[src/rtl/pwrdn_seq.sv]
module pwrdn_seq #(
  parameter int NOUT       = 4,
  parameter int STRAP_W    = 5,
  parameter int SETTLE_CYC = 64
) (
  input  logic               clk,
  input  logic               rst_n,
  input  logic               pd_n,
  input  logic               stop_cpu_n,
  input  logic               stop_pci_n,
  input  logic [STRAP_W-1:0] strap_pin_i,
  input  logic [NOUT-1:0]    parked_i,
  output logic               pin_oe,
  output logic [STRAP_W-1:0] strap_rb,
  output logic [NOUT-1:0]    out_en,
  output logic               osc_en,
  output logic               pll_en,
  output logic [1:0]         status
);
  localparam int CNT_W = $clog2(SETTLE_CYC + 1);
  localparam logic [CNT_W-1:0] CNT_LAST = CNT_W'(SETTLE_CYC - 1);

  typedef enum logic [1:0] {S_RUN = 2'd0, S_PARK = 2'd1, S_OFF = 2'd2, S_WAKE = 2'd3} st_t;

  st_t              st;
  logic [1:0]       sync;
  logic [CNT_W-1:0] cnt;
  logic [STRAP_W-1:0] strap_q;

  wire req_live  = ~sync[1];
  wire all_park  = &parked_i;
  wire running   = (st == S_RUN);

  always_ff @(posedge clk) begin
    if (!rst_n) begin
      strap_q <= strap_pin_i;
      pin_oe  <= 1'b0;
      sync    <= 2'b11;
      st      <= S_RUN;
      cnt     <= '0;
    end else begin
      pin_oe <= 1'b1;
      sync   <= {sync[0], pd_n};
      case (st)
        S_RUN:  if (req_live) st <= S_PARK;
        S_PARK: if (all_park) st <= S_OFF;
        S_OFF:  if (!req_live) begin
                  st  <= S_WAKE;
                  cnt <= '0;
                end
        S_WAKE: if (cnt == CNT_LAST) st <= S_RUN;
                else cnt <= cnt + 1'b1;
        default: st <= S_RUN;
      endcase
    end
  end

  for (genvar i = 0; i < NOUT; i++) begin : g_en
    if (i == 0) begin : g_cpu
      assign out_en[i] = running & stop_cpu_n;
    end else if (i == 1) begin : g_pci
      assign out_en[i] = running & stop_pci_n;
    end else begin : g_free
      assign out_en[i] = running;
    end
  end

  assign strap_rb = ~strap_q;
  assign osc_en   = (st != S_OFF);
  assign pll_en   = (st != S_OFF);
  assign status   = st;
endmodule


[config.mk]
export PLATFORM = sky130hd
export DESIGN_NAME = pwrdn_seq
export DESIGN_NICKNAME = d
export VERILOG_FILES = /design/src/rtl/pwrdn_seq.sv
export SDC_FILE = /design/constraint.sdc
export NUM_CORES = 1
export LEC_CHECK = 0
export BUFFER_PORTS_ARGS = -buffer_cell sky130_fd_sc_hd__buf_2
export CAP_MARGIN = 20
export CORE_UTILIZATION = 50
export DETAILED_ROUTE_END_ITERATION = 6
export HOLD_SLACK_MARGIN = 0.12
export PLACE_DENSITY = 0.79
export SYNTH_ARGS = -nofsm -noshare
export SYNTH_HDL_FRONTEND = slang
export SYNTH_SLANG_ARGS = --single-unit
[constraint.sdc]
create_clock -name clk -period 3.3 [get_ports clk]
set_clock_uncertainty 0.2 [all_clocks]
set_input_delay 0.495 -clock clk [delete_from_list [all_inputs] [get_ports clk]]
set_output_delay 0.495 -clock clk [all_outputs]
set_load 0.02 [all_outputs]
Word-level counts from Yosys, hierarchy flattened
Index checks and enable logic that the tools add are counted.

cells by class
  add/sub/neg operators = 1
  eq/ne operators = 10
  mux-type cells = 9
  bitwise gates (word level) = 3
  reduce and logical (&&, ||, !) cells = 5

operators by type and width
  cell                 count
  $mux 7               2
  $pmux 7 s2           1
  $ne 2x2->1 const B   6
  $mux 2               4
  $pmux 2 s4           1
  $reduce_and 4->1     2
  $add 7x1->7 const B  1
  $eq 7x6->1 const B   1
  $not 5->5            1
  $eq 2x2->1 const B   2
  $reduce_and 3->1     1
  $and 1x1->1          2
  $eq 2x1->1 const B   1
  $logic_not 2->1      1
  $reduce_bool 2->1    1
  $mux 1               1

storage, ports and cells
  register bits after elaboration = 17
  output and inout port bits = 14
  logic and storage cells = 33

Logic depth before layout (Yosys ltp)
Gate-level depths: netlist of the first run.

  depth in word-level cells = 3
  gate-level depth with buffers = 6
  depth with buffers taken out = 6

Least setup slack after synthesis of the first run
No wires, ideal clock.

  path type = register to register
  from = register st[0], in the netlist status[0]
  to = register cnt[5]
  library setup time = 0.088 ns
  data arrival time = 1.730 ns
  data required time = 3.012 ns
  slack = 1.282 ns
  cell stages (with the launch flop) = 7
  path buffers = 0
  cells stage by stage = dfxtp_1 -> inv_1 -> ha_1 -> mux2i_1 -> a41o_1 -> or2_4 -> o32ai_2

between the ends
  longest elaborated chain between the ends = 3

RTL lines
  item                                                              line  text
  start, declared                                                   25    st_t st;
  start signal, assigned                                            39    st <= S_RUN;
  start signal, assigned                                            45    S_RUN: if (req_live) st <= S_PARK;
  start signal, assigned                                            46    S_PARK: if (all_park) st <= S_OFF;
  $eq 2x2->1                                                        44    case (st)
  $ne 2x2->1 (no line) / $reduce_bool 2->1 (equally long branches)  -
  $reduce_and 3->1 (no line)                                        -
  end signal, assigned                                              52    else cnt <= cnt + 1'b1;
  end, declared                                                     27    logic [CNT_W-1:0] cnt;

Parallel ways exist; a longest one is shown, timed or not.
A chain may end at the register's enable or synchronous reset.

Final worst setup path of the first run
Same ends and word-level chain as after synthesis.

==> impl_metrics.ini, run 1 <==
[sta]
worstMarginPinSlew_ns = 0.401
setup_slack_ns = 1.22
tns_ns = 0
fin_crit_ns = 2.08
setup_violations = 0
fin_crit_sh = 0.631
maxSlewHeadroom = 0.725
hold_viol = 0
holdWs_ns = 0.163
fmax_mhz = 480
rsz0062_at_grt = false
final_max_slew_viol_count = 0

[yosys]
synth.top_cells.by_area = dfxtp_1 (28%), edfxtp_1 (18%), ha_1 (7.4%), inv_1 (4.9%), mux2i_1 (4.7%)
synth_commonest_cells = dfxtp_1 (12), inv_1 (11), nand2_1 (9), edfxtp_1 (5), ha_1 (5)
ys_seq_elements = 17
syn-num-nets = 107
yosys.area.top_type = dfxtp_1
syn_area_per_cell_um2 = 9.58
ys_seq_area_frac = 0.463
synth-edff-count = 5
yosysWarnings = 0
synth.distinct_cells = 31
synth-async-reset-ratio = 0
yosysMostFrequentCell = dfxtp_1
yosys.area.top_type_share = 0.285
postSynthCellCount = 88
syn-cell-area_um2 = 843
synth_flop_cell = dfxtp_1

[critical_path]
slowest_stage = dfxtp_1
r2r_start = status[0]
crit_buf_inv = 1
cp.depth = 6
cpLargestDelayFamily = compound AO/OA/AOI/OAI gates
start_kind = register
required_ns = 3.32
path_cells = inv_1 -> ha_1 -> mux2i_1 -> a41o_1 -> or2_4 -> o32ai_2
critical_path_peak_fanout = 6
cp_data_arrival_time_ns = 2.10
crit_type = register to register
endpoint_kind = register
endpoint = cnt[5]
rrSetupSlack_ns = 1.22
startpoint = status[0]
reg2reg_depth = 6
reg2reg_to = cnt[5]
slowest_delay_ns = 0.42

[pwr]
finalPower_mw = 0.546
power_density_nw_per_um2 = 549
p_leak_nw = 0.447
ir_worst_vdd_mv = 0.452

[floorplanning]
start_util = 0.547
die_y_um = 43.1
rows = 14
dieWidth_um = 43.1
ios = 28
design.core.area_um2 = 1540
die_area_um2 = 1860

[global_routing]
grt.total_usage = 0.197
grt_pass1_wl_mm = 2.59
grt_max_degree = 16
antenna_found_initial = 0
grt_pass1_vias = 582
overflow = 0

[clock_tree]
clock-sinks = 17
cts_max_level = 1
clockBufferDepth = 2
ctsHoldBuffers = 0
clk_latency_ns = 0.30
post_cts_resize_count = 0
post_cts_buffers = 0
tritoncts = yes
clkTransAtPathRegs_ns = 0.10
root_buffer = clkbuf_4
numCtsBuffers = 3

[drt]
dr.pass1.iters = 4
drt_iter0_markers = 17
drc_errors = 0
drtAntennaViolNets = 0
via_count = 706
wirelength_mm = 1.60
via_per_inst = 5.43
wl_per_cell_um = 12.3

[cells_and_area]
fin_nets = 134
n_antenna_cell = 0
layoutNonFillerInstCount = 130
area_delta_synth_final_pct = 18.0
postLayoutCoreUtil = 0.645
drive_gt1_frac = 0.307
fin_area_um2 = 995

[min_path]
min_path_type = input pin to register

[place]
numPortBuffers = 27
dp_hpwl_mm = 1.16
dp_slack_ns = 1.25
placed_cell_area_um2 = 967
place_inst = 126
place_congestion = 0.880

[job]
cap_violations = 0

[status]
status = finished, final reports clean
worst register-to-register path, cell delays in order, from the launching register on:
cell	delay, ns
dfxtp_1	0.42
inv_1	0.09
ha_1	0.25
mux2i_1	0.21
a41o_1	0.31
or2_4	0.26
o32ai_2	0.25
worst min path at each step:
stage	from	to	slack (ns)	cells after the start
floorplan	sync[0]	sync[1]	0.19	1
global placement	sync[0]	sync[1]	0.19	1
detailed placement	sync[0]	sync[1]	0.19	1
CTS	pd_n	sync[0]	0.16	2
global route	strap_pin_i[4]	strap_q[4]	0.15	1
finish	pd_n	sync[0]	0.16	2
placed cells by master, fill, tap and decap left out, types with 2 or more instances in the layout:
master / Yosys / final
edfxtp_1: 5 / 5
nand3_1: 2 / 2
nand3b_1: 2 / 2
dfxtp_1: 12 / 12
mux2i_1: 4 / 4
o21ai_0: 3 / 3
buf_2: 1 / 27
nor2b_1: 2 / 2
nand2b_1: 3 / 3
or2_2: 2 / 2
a31oi_1: 2 / 2
and3_1: 2 / 2
inv_1: 11 / 11
nand2_1: 9 / 9
clkbuf_4: 0 / 3
and2_1: 2 / 2
a21oi_1: 3 / 3
ha_1: 5 / 5
o211ai_1: 2 / 2
nor2_1: 2 / 2
final cells by class:
| class | instances | area [um^2] |
|---|---|---|
| multi-input cells | 55 | 380 |
| fillers | 135 | 547 |
| clock buffers | 3 | 22.5 |
| well taps | 16 | 20.0 |
| repair buffers | 27 | 135 |
| flip-flops and latches | 17 | 390 |
| clock inverters | 1 | 5.00 |
| inverters | 11 | 41.3 |
registers in the layout (all words and copies together), names as in the netlist:
signal   cells
strap_q      5
sync         2
status       2
pin_oe       1
cnt          7
logic make-up after synthesis:
logic type | after synthesis | synth area share
flip-flops | 17 | 0.463
adder cells (fa/ha/maj) | 5 | 0.0742
AO/OA/AOI/OAI | 16 | 0.138
buffers and inverters | 16 | 0.0860
multiplexers | 4 | 0.0475
AND/OR/NAND/NOR | 30 | 0.191
report_power, final:
part,switching (mW),internal (mW)
sequential,0.0129,0.230
combinational,0.117,0.0702
clock,0.0707,0.0453
total,0.200,0.346
per-layer routing:
metal / vias up / GRT usage / wire (um)
met3: 8 / 0.0426 / 92
met1: 314 / 0.237 / 745
met4: 0 / 0.127 / 53
li1: 353 / - / -
met5: - / 0 / 0
met2: 31 / 0.315 / 707
No activity file was read; power rests on OpenSTA's default activity.
==> inputs of run 2 (changes only) <==
- CORE_UTILIZATION: 50 -> 43
- PLACE_DENSITY: 0.79 -> 0.72
- clock period: 3.3 -> 1.9 ns (I/O delays scaled with it)
==> run 2 against run 1 <==
Count of clock-buffer cells in the layout grew 1. Combinational power grew 110%. Sequential cell count is the same. Sequential share of layout area shrank 4.7 points. Clock power grew 63%. Largest cell class is now multi-input combinational cells. Highest routed layer unchanged.
==> impl_metrics.ini, run 2 (synthesis gave the netlist of run 1 again) <==
[critical_path]
slowest_stage = dfxtp_4
reg2reg_depth = 6
crit_buf_inv = 1
cp.depth = 6
path_cells = inv_1 -> ha_4 -> mux2i_1 -> a41o_1 -> or2_4 -> o32ai_2
reg2reg_to = cnt[5]
endpoint = cnt[5]
cp_data_arrival_time_ns = 1.85
endpoint_kind = register
required_ns = 1.91
cpLargestDelayFamily = compound AO/OA/AOI/OAI gates
crit_type = register to register
rrSetupSlack_ns = 0.06
start_kind = register
slowest_delay_ns = 0.38
startpoint = status[0]
critical_path_peak_fanout = 5
r2r_start = status[0]

[sta]
fmax_mhz = 544
hold_viol = 0
final_max_slew_viol_count = 0
rsz0062_at_grt = true
fin_crit_ns = 1.84
setup_slack_ns = 0.0604
worstMarginPinSlew_ns = 0.250
maxSlewHeadroom = 0.833
setup_violations = 0
fin_crit_sh = 0.968

[pwr]
ir_worst_vdd_mv = 0.479
combPwrFrac = 0.388
power_density_nw_per_um2 = 883
p_clk_frac = 0.187
p_int_mw = 0.657
power_frac_seq = 0.425
p_leak_nw = 0.498
switching_share = 0.352
p_switching_mw = 0.357

[floorplanning]
dieWidth_um = 46.3
design.core.area_um2 = 1780
die_y_um = 46.3
die_area_um2 = 2140
start_util = 0.473
rows = 15
ios = 28

[cells_and_area]
largest_reg_flops = 7
fin_nets = 147
final_common_cell = buf_2
nFillCells = 156
reg_top3 = cnt: 7 flops, strap_q: 5 flops
fin_area_um2 = 1150
n_antenna_cell = 0
max_flop_register = cnt
drive_gt1_frac = 0.354
layout_common_cells = buf_2 (27), inv_1 (11), nand2_1 (9), dfxtp_1 (9), dlygate4sd3_1 (8)
area_delta_synth_final_pct = 36.2

[job]
cap_violations = 0

[global_routing]
grt_pass1_vias = 694
overflow = 0
grt.total_usage = 0.195
antenna_found_initial = 0
grt_pass1_wl_mm = 2.86
grt_max_degree = 16

[place]
dp_hpwl_mm = 1.27
numPortBuffers = 27
place_congestion = 0.823
placed_cell_area_um2 = 1010
dp_slack_ns = 0.0256

[drt]
wirelength_mm = 1.81
via_count = 757
drt_iter0_markers = 15
dr.pass1.iters = 4
drc_errors = 0
via_per_inst = 4.98
drtAntennaViolNets = 0
wl_per_cell_um = 11.9

[min_path]
min_path_type = register to register

[clock_tree]
clock-sinks = 17
clockBufferDepth = 2
tritoncts = yes
numCtsBuffers = 3
clk_latency_ns = 0.29
cts_max_level = 1
clkTransAtPathRegs_ns = 0.09
root_buffer = clkbuf_4

[status]
status = finished, final reports clean
[run 2: cell count changes in the layout (fill, tap and decap cells not counted), sizes merged]
cell         before  now
dlygate4sd3       0    8
buf              27   32
clkbuf            3    4
clkinv            1    0
[run 2: area by class of cell]
type / instances / area [um^2] / area share
multi-input cells: 55 / 400 / 0.349
flip-flops and latches: 17 / 397 / 0.345
repair buffers: 40 / 253 / 0.220
inverters: 11 / 41.3 / 0.0359
well taps: 25 / 31.3 / 0.0272
clock buffers: 4 / 26.3 / 0.0229
[run 2: per-stage QoR]
step	utilization	total power, mW	cells	TNS, ns	hold slack, ns
2_1_floorplan	-	0.695	88	0	0.113
3_3_place_gp	0.568	0.781	139	0	0.191
3_5_place_dp	0.568	0.800	139	0	0.199
4_1_cts	0.628	0.998	151	0	0.222
5_1_grt	0.644	1.07	152	-0.0168	0.253
6_report	0.644	1.01	152	0	0.218
[run 2: worst min path at each step]
stage	depth (start not counted)	startpoint	slack, ns	end
4_1_cts	1	sync[0]	0.22	sync[1]
5_1_grt	1	sync[0]	0.25	sync[1]
3_5_place_dp	1	sync[0]	0.20	sync[1]
2_1_floorplan	0	rst_n	0.11	pin_oe
3_3_place_gp	1	sync[0]	0.19	sync[1]
6_report	1	sync[0]	0.22	sync[1]
[run 2: power by group through the flow]
stage          Clock, mW  Sequential [mW]  Combinational, mW
2_1_floorplan          0            0.450              0.245
3_3_place_gp           0            0.433              0.349
3_5_place_dp           0            0.436              0.363
4_1_cts            0.194            0.428              0.377
5_1_grt            0.208            0.436              0.431
6_report           0.189            0.431              0.394
[run 2: worst register-to-register path, delay by kind of cell, from the launching register on]
kind                     cells  cell delay [ns]
AO/OA/AOI/OAI                2             0.53
multiplexers                 1             0.13
adder cells (fa/ha/maj)      1             0.18
AND/OR/NAND/NOR              1             0.26
flip-flops                   1             0.38
buffers and inverters        1             0.09
[run 2: per-layer routing]
metal / wire length, um / GRT usage / part of all wire / vias up
li1: - / - / - / 378
met1: 718 / 0.213 / 0.40 / 338
met2: 952 / 0.349 / 0.52 / 36
met3: 108 / 0.0588 / 0.060 / 5
met4: 34 / 0.0706 / 0.019 / 0
met5: 0 / 0 / 0 / -
[run 2: repair_timing]
item / in CTS / in global routing
setup endpoints to repair: 0 / 2
resized for setup: 0 / 6
hold buffers: 8 / 0
buffers inserted: 0 / 1
hold endpoints to repair: 8 / 0
==> inputs of run 3 (changes only) <==
- ABC_AREA: default -> 1
- CORE_UTILIZATION: 43 -> 45
- PLACE_DENSITY: 0.72 -> 0.73
==> run 3 against run 2 <==
Via count up 14%. Non-clock buffer count shrank 5. Total power is 19% higher.
==> impl_metrics.ini, run 3 <==
[sta]
worstMarginPinSlew_ns = 0.303
holdWs_ns = 0.221
setup_slack_ns = 0.103
setup_violations = 0
hold_viol = 0
maxSlewHeadroom = 0.798
tns_ns = 0
fin_crit_ns = 1.80
fmax_mhz = 557
final_max_slew_viol_count = 0
fin_crit_sh = 0.946
rsz0062_at_grt = false

[global_routing]
antenna_found_initial = 0
grt_max_degree = 11
overflow = 0
grt.total_usage = 0.177
grt_pass1_vias = 724
grt_pass1_wl_mm = 3.24

[drt]
drc_errors = 0
via_count = 860
drt_iter0_markers = 20
dr.pass1.iters = 4
wirelength_mm = 1.91
drtAntennaViolNets = 0
wl_per_cell_um = 10.2
via_per_inst = 4.60

[critical_path]
r2r_start = status[0]
reg2reg_to = status[1]
start_kind = register
required_ns = 1.41
reg2reg_depth = 8
crit_type = register to output pin
rrSetupSlack_ns = 0.29
cp_data_arrival_time_ns = 1.31
endpoint_kind = output pin
critical_path_peak_fanout = 5

[place]
place_congestion = 0.865
numPortBuffers = 27
dp_slack_ns = 0.255
dp_hpwl_mm = 1.40
place_inst = 176

[yosys]
yosys.area.top_type_share = 0.245
postSynthCellCount = 126
synth-async-reset-ratio = 0
syn-num-nets = 145
yosysMostFrequentCell = nand2_1
synth.distinct_cells = 23
synth.top_cells.by_area = dfxtp_1 (24%), edfxtp_1 (15%), nand2_1 (12%), inv_1 (8.0%), ha_1 (6.4%)
ys_seq_elements = 17
synth-edff-count = 5
ys_seq_area_frac = 0.398
synth_commonest_cells = nand2_1 (31), inv_1 (21), nor2_1 (14), dfxtp_1 (12)
syn-cell-area_um2 = 981
yosysWarnings = 0
yosys.area.top_type = dfxtp_1
syn_area_per_cell_um2 = 7.79
synth_flop_cell = dfxtp_1

[floorplanning]
die_area_um2 = 2370
design.core.area_um2 = 2000
die_y_um = 48.7
dieWidth_um = 48.7
start_util = 0.490
rows = 16
ios = 28

[clock_tree]
root_buffer = clkbuf_4
numCtsBuffers = 3
clkTransAtPathRegs_ns = 0.10
clockBufferDepth = 2
cts_max_level = 1
clock-sinks = 17
clk_latency_ns = 0.30
tritoncts = yes

[cells_and_area]
fin_nets = 180
reg_top3 = cnt: 7 flops, strap_q: 5 flops
layout_common_cells = nand2_1 (31), buf_2 (27), inv_1 (21)
final_common_cell = nand2_1
drive_gt1_frac = 0.294
nFillCells = 185
largest_reg_flops = 7
max_flop_register = cnt
layoutNonFillerInstCount = 187
n_antenna_cell = 0
area_delta_synth_final_pct = 23.6

[pwr]
p_leak_nw = 0.605
p_clk_frac = 0.163
p_int_mw = 0.709
switching_share = 0.415
power_density_nw_per_um2 = 999
ir_worst_vdd_mv = 0.540
p_switching_mw = 0.503
power_frac_seq = 0.393
combPwrFrac = 0.443
finalPower_mw = 1.21

[min_path]
hold_depth = 1
min_path_type = register to register
min_delay_worst_endpoint = sync[1]
min-delay-start = sync[0]

[job]
cap_violations = 0

[status]
status = finished, final reports clean
[run 3: cell types whose count changed after synthesis, sizes merged, moves of 3 or more]
cell,delta
nand2b,-3
inv,+12
clkinv,+3
a21oi,+4
nor2,+14
nand4,+5
mux2i,-4
nand3,+3
nand2,+25
[run 3: per-layer routing]
layer / GRT usage / vias to the layer above / share of wire
met1: 0.210 / 377 / 0.44
met3: 0.0314 / 5 / 0.047
met5: 0 / - / 0
met4: 0.0882 / 0 / 0.020
met2: 0.306 / 25 / 0.50
li1: - / 453 / -
[run 3: cells by family after synthesis]
| family | after synthesis | share of synthesized area |
|---|---|---|
| AO/OA/AOI/OAI | 10 | 0.0548 |
| adder cells (fa/ha/maj) | 5 | 0.0638 |
| buffers and inverters | 31 | 0.147 |
| flip-flops | 17 | 0.398 |
| AND/OR/NAND/NOR | 63 | 0.337 |
[run 3: worst max-delay path by stage]
| stage | start | endpoint | slack (ns) | cells past startpoint |
|---|---|---|---|---|
| final | status[0] | pll_en | 0.10 | 4 |
| after global routing | status[0] | pll_en | 0.03 | 4 |
| after CTS | status[0] | pll_en | 0.04 | 4 |
| after detailed placement | status[0] | status[1] | 0.26 | 8 |
| after global placement | status[1] | cnt[6] | 0.35 | 6 |
| after floorplan | status[0] | status[1] | 0.25 | 8 |
[run 3: power groups by stage]
stage          combinational, mW  sequential [mW]  clock (mW)
6_report                   0.537            0.476       0.198
4_1_cts                    0.544            0.472       0.203
2_1_floorplan              0.423            0.492           0
5_1_grt                    0.597            0.482       0.221
3_5_place_dp               0.529            0.482           0
3_3_place_gp               0.512            0.477           0
[run 3: final cells by class]
cell class / count / area, um^2 / share of cell area
multi-input cells: 78 / 447 / 0.368
inverters: 26 / 98.8 / 0.0815
repair buffers: 35 / 213 / 0.175
clock buffers: 3 / 22.5 / 0.0186
clock inverters: 1 / 5.00 / 0.00413
flip-flops and latches: 17 / 393 / 0.324
well taps: 27 / 33.8 / 0.0279
[run 3: worst max-delay path, cell delays in order (launching register included)]
cell	delay [ns]
dfxtp_2	0.38
inv_1	0.07
ha_1	0.27
inv_2	0.13
buf_2	0.18
[run 3: timing repair]
item	CTS	global route
endpoints found under the setup margin	0	4
resized for setup	0	2
hold endpoints to repair	14	0
hold buffers	7	0
setup buffers	0	0
[run 3: through the flow]
stage	utilization	area (um^2)
after global routing	0.606	1210
after floorplan	-	981
after CTS	0.604	1210
after detailed placement	0.556	1110
after global placement	0.556	1110
final	0.606	1210
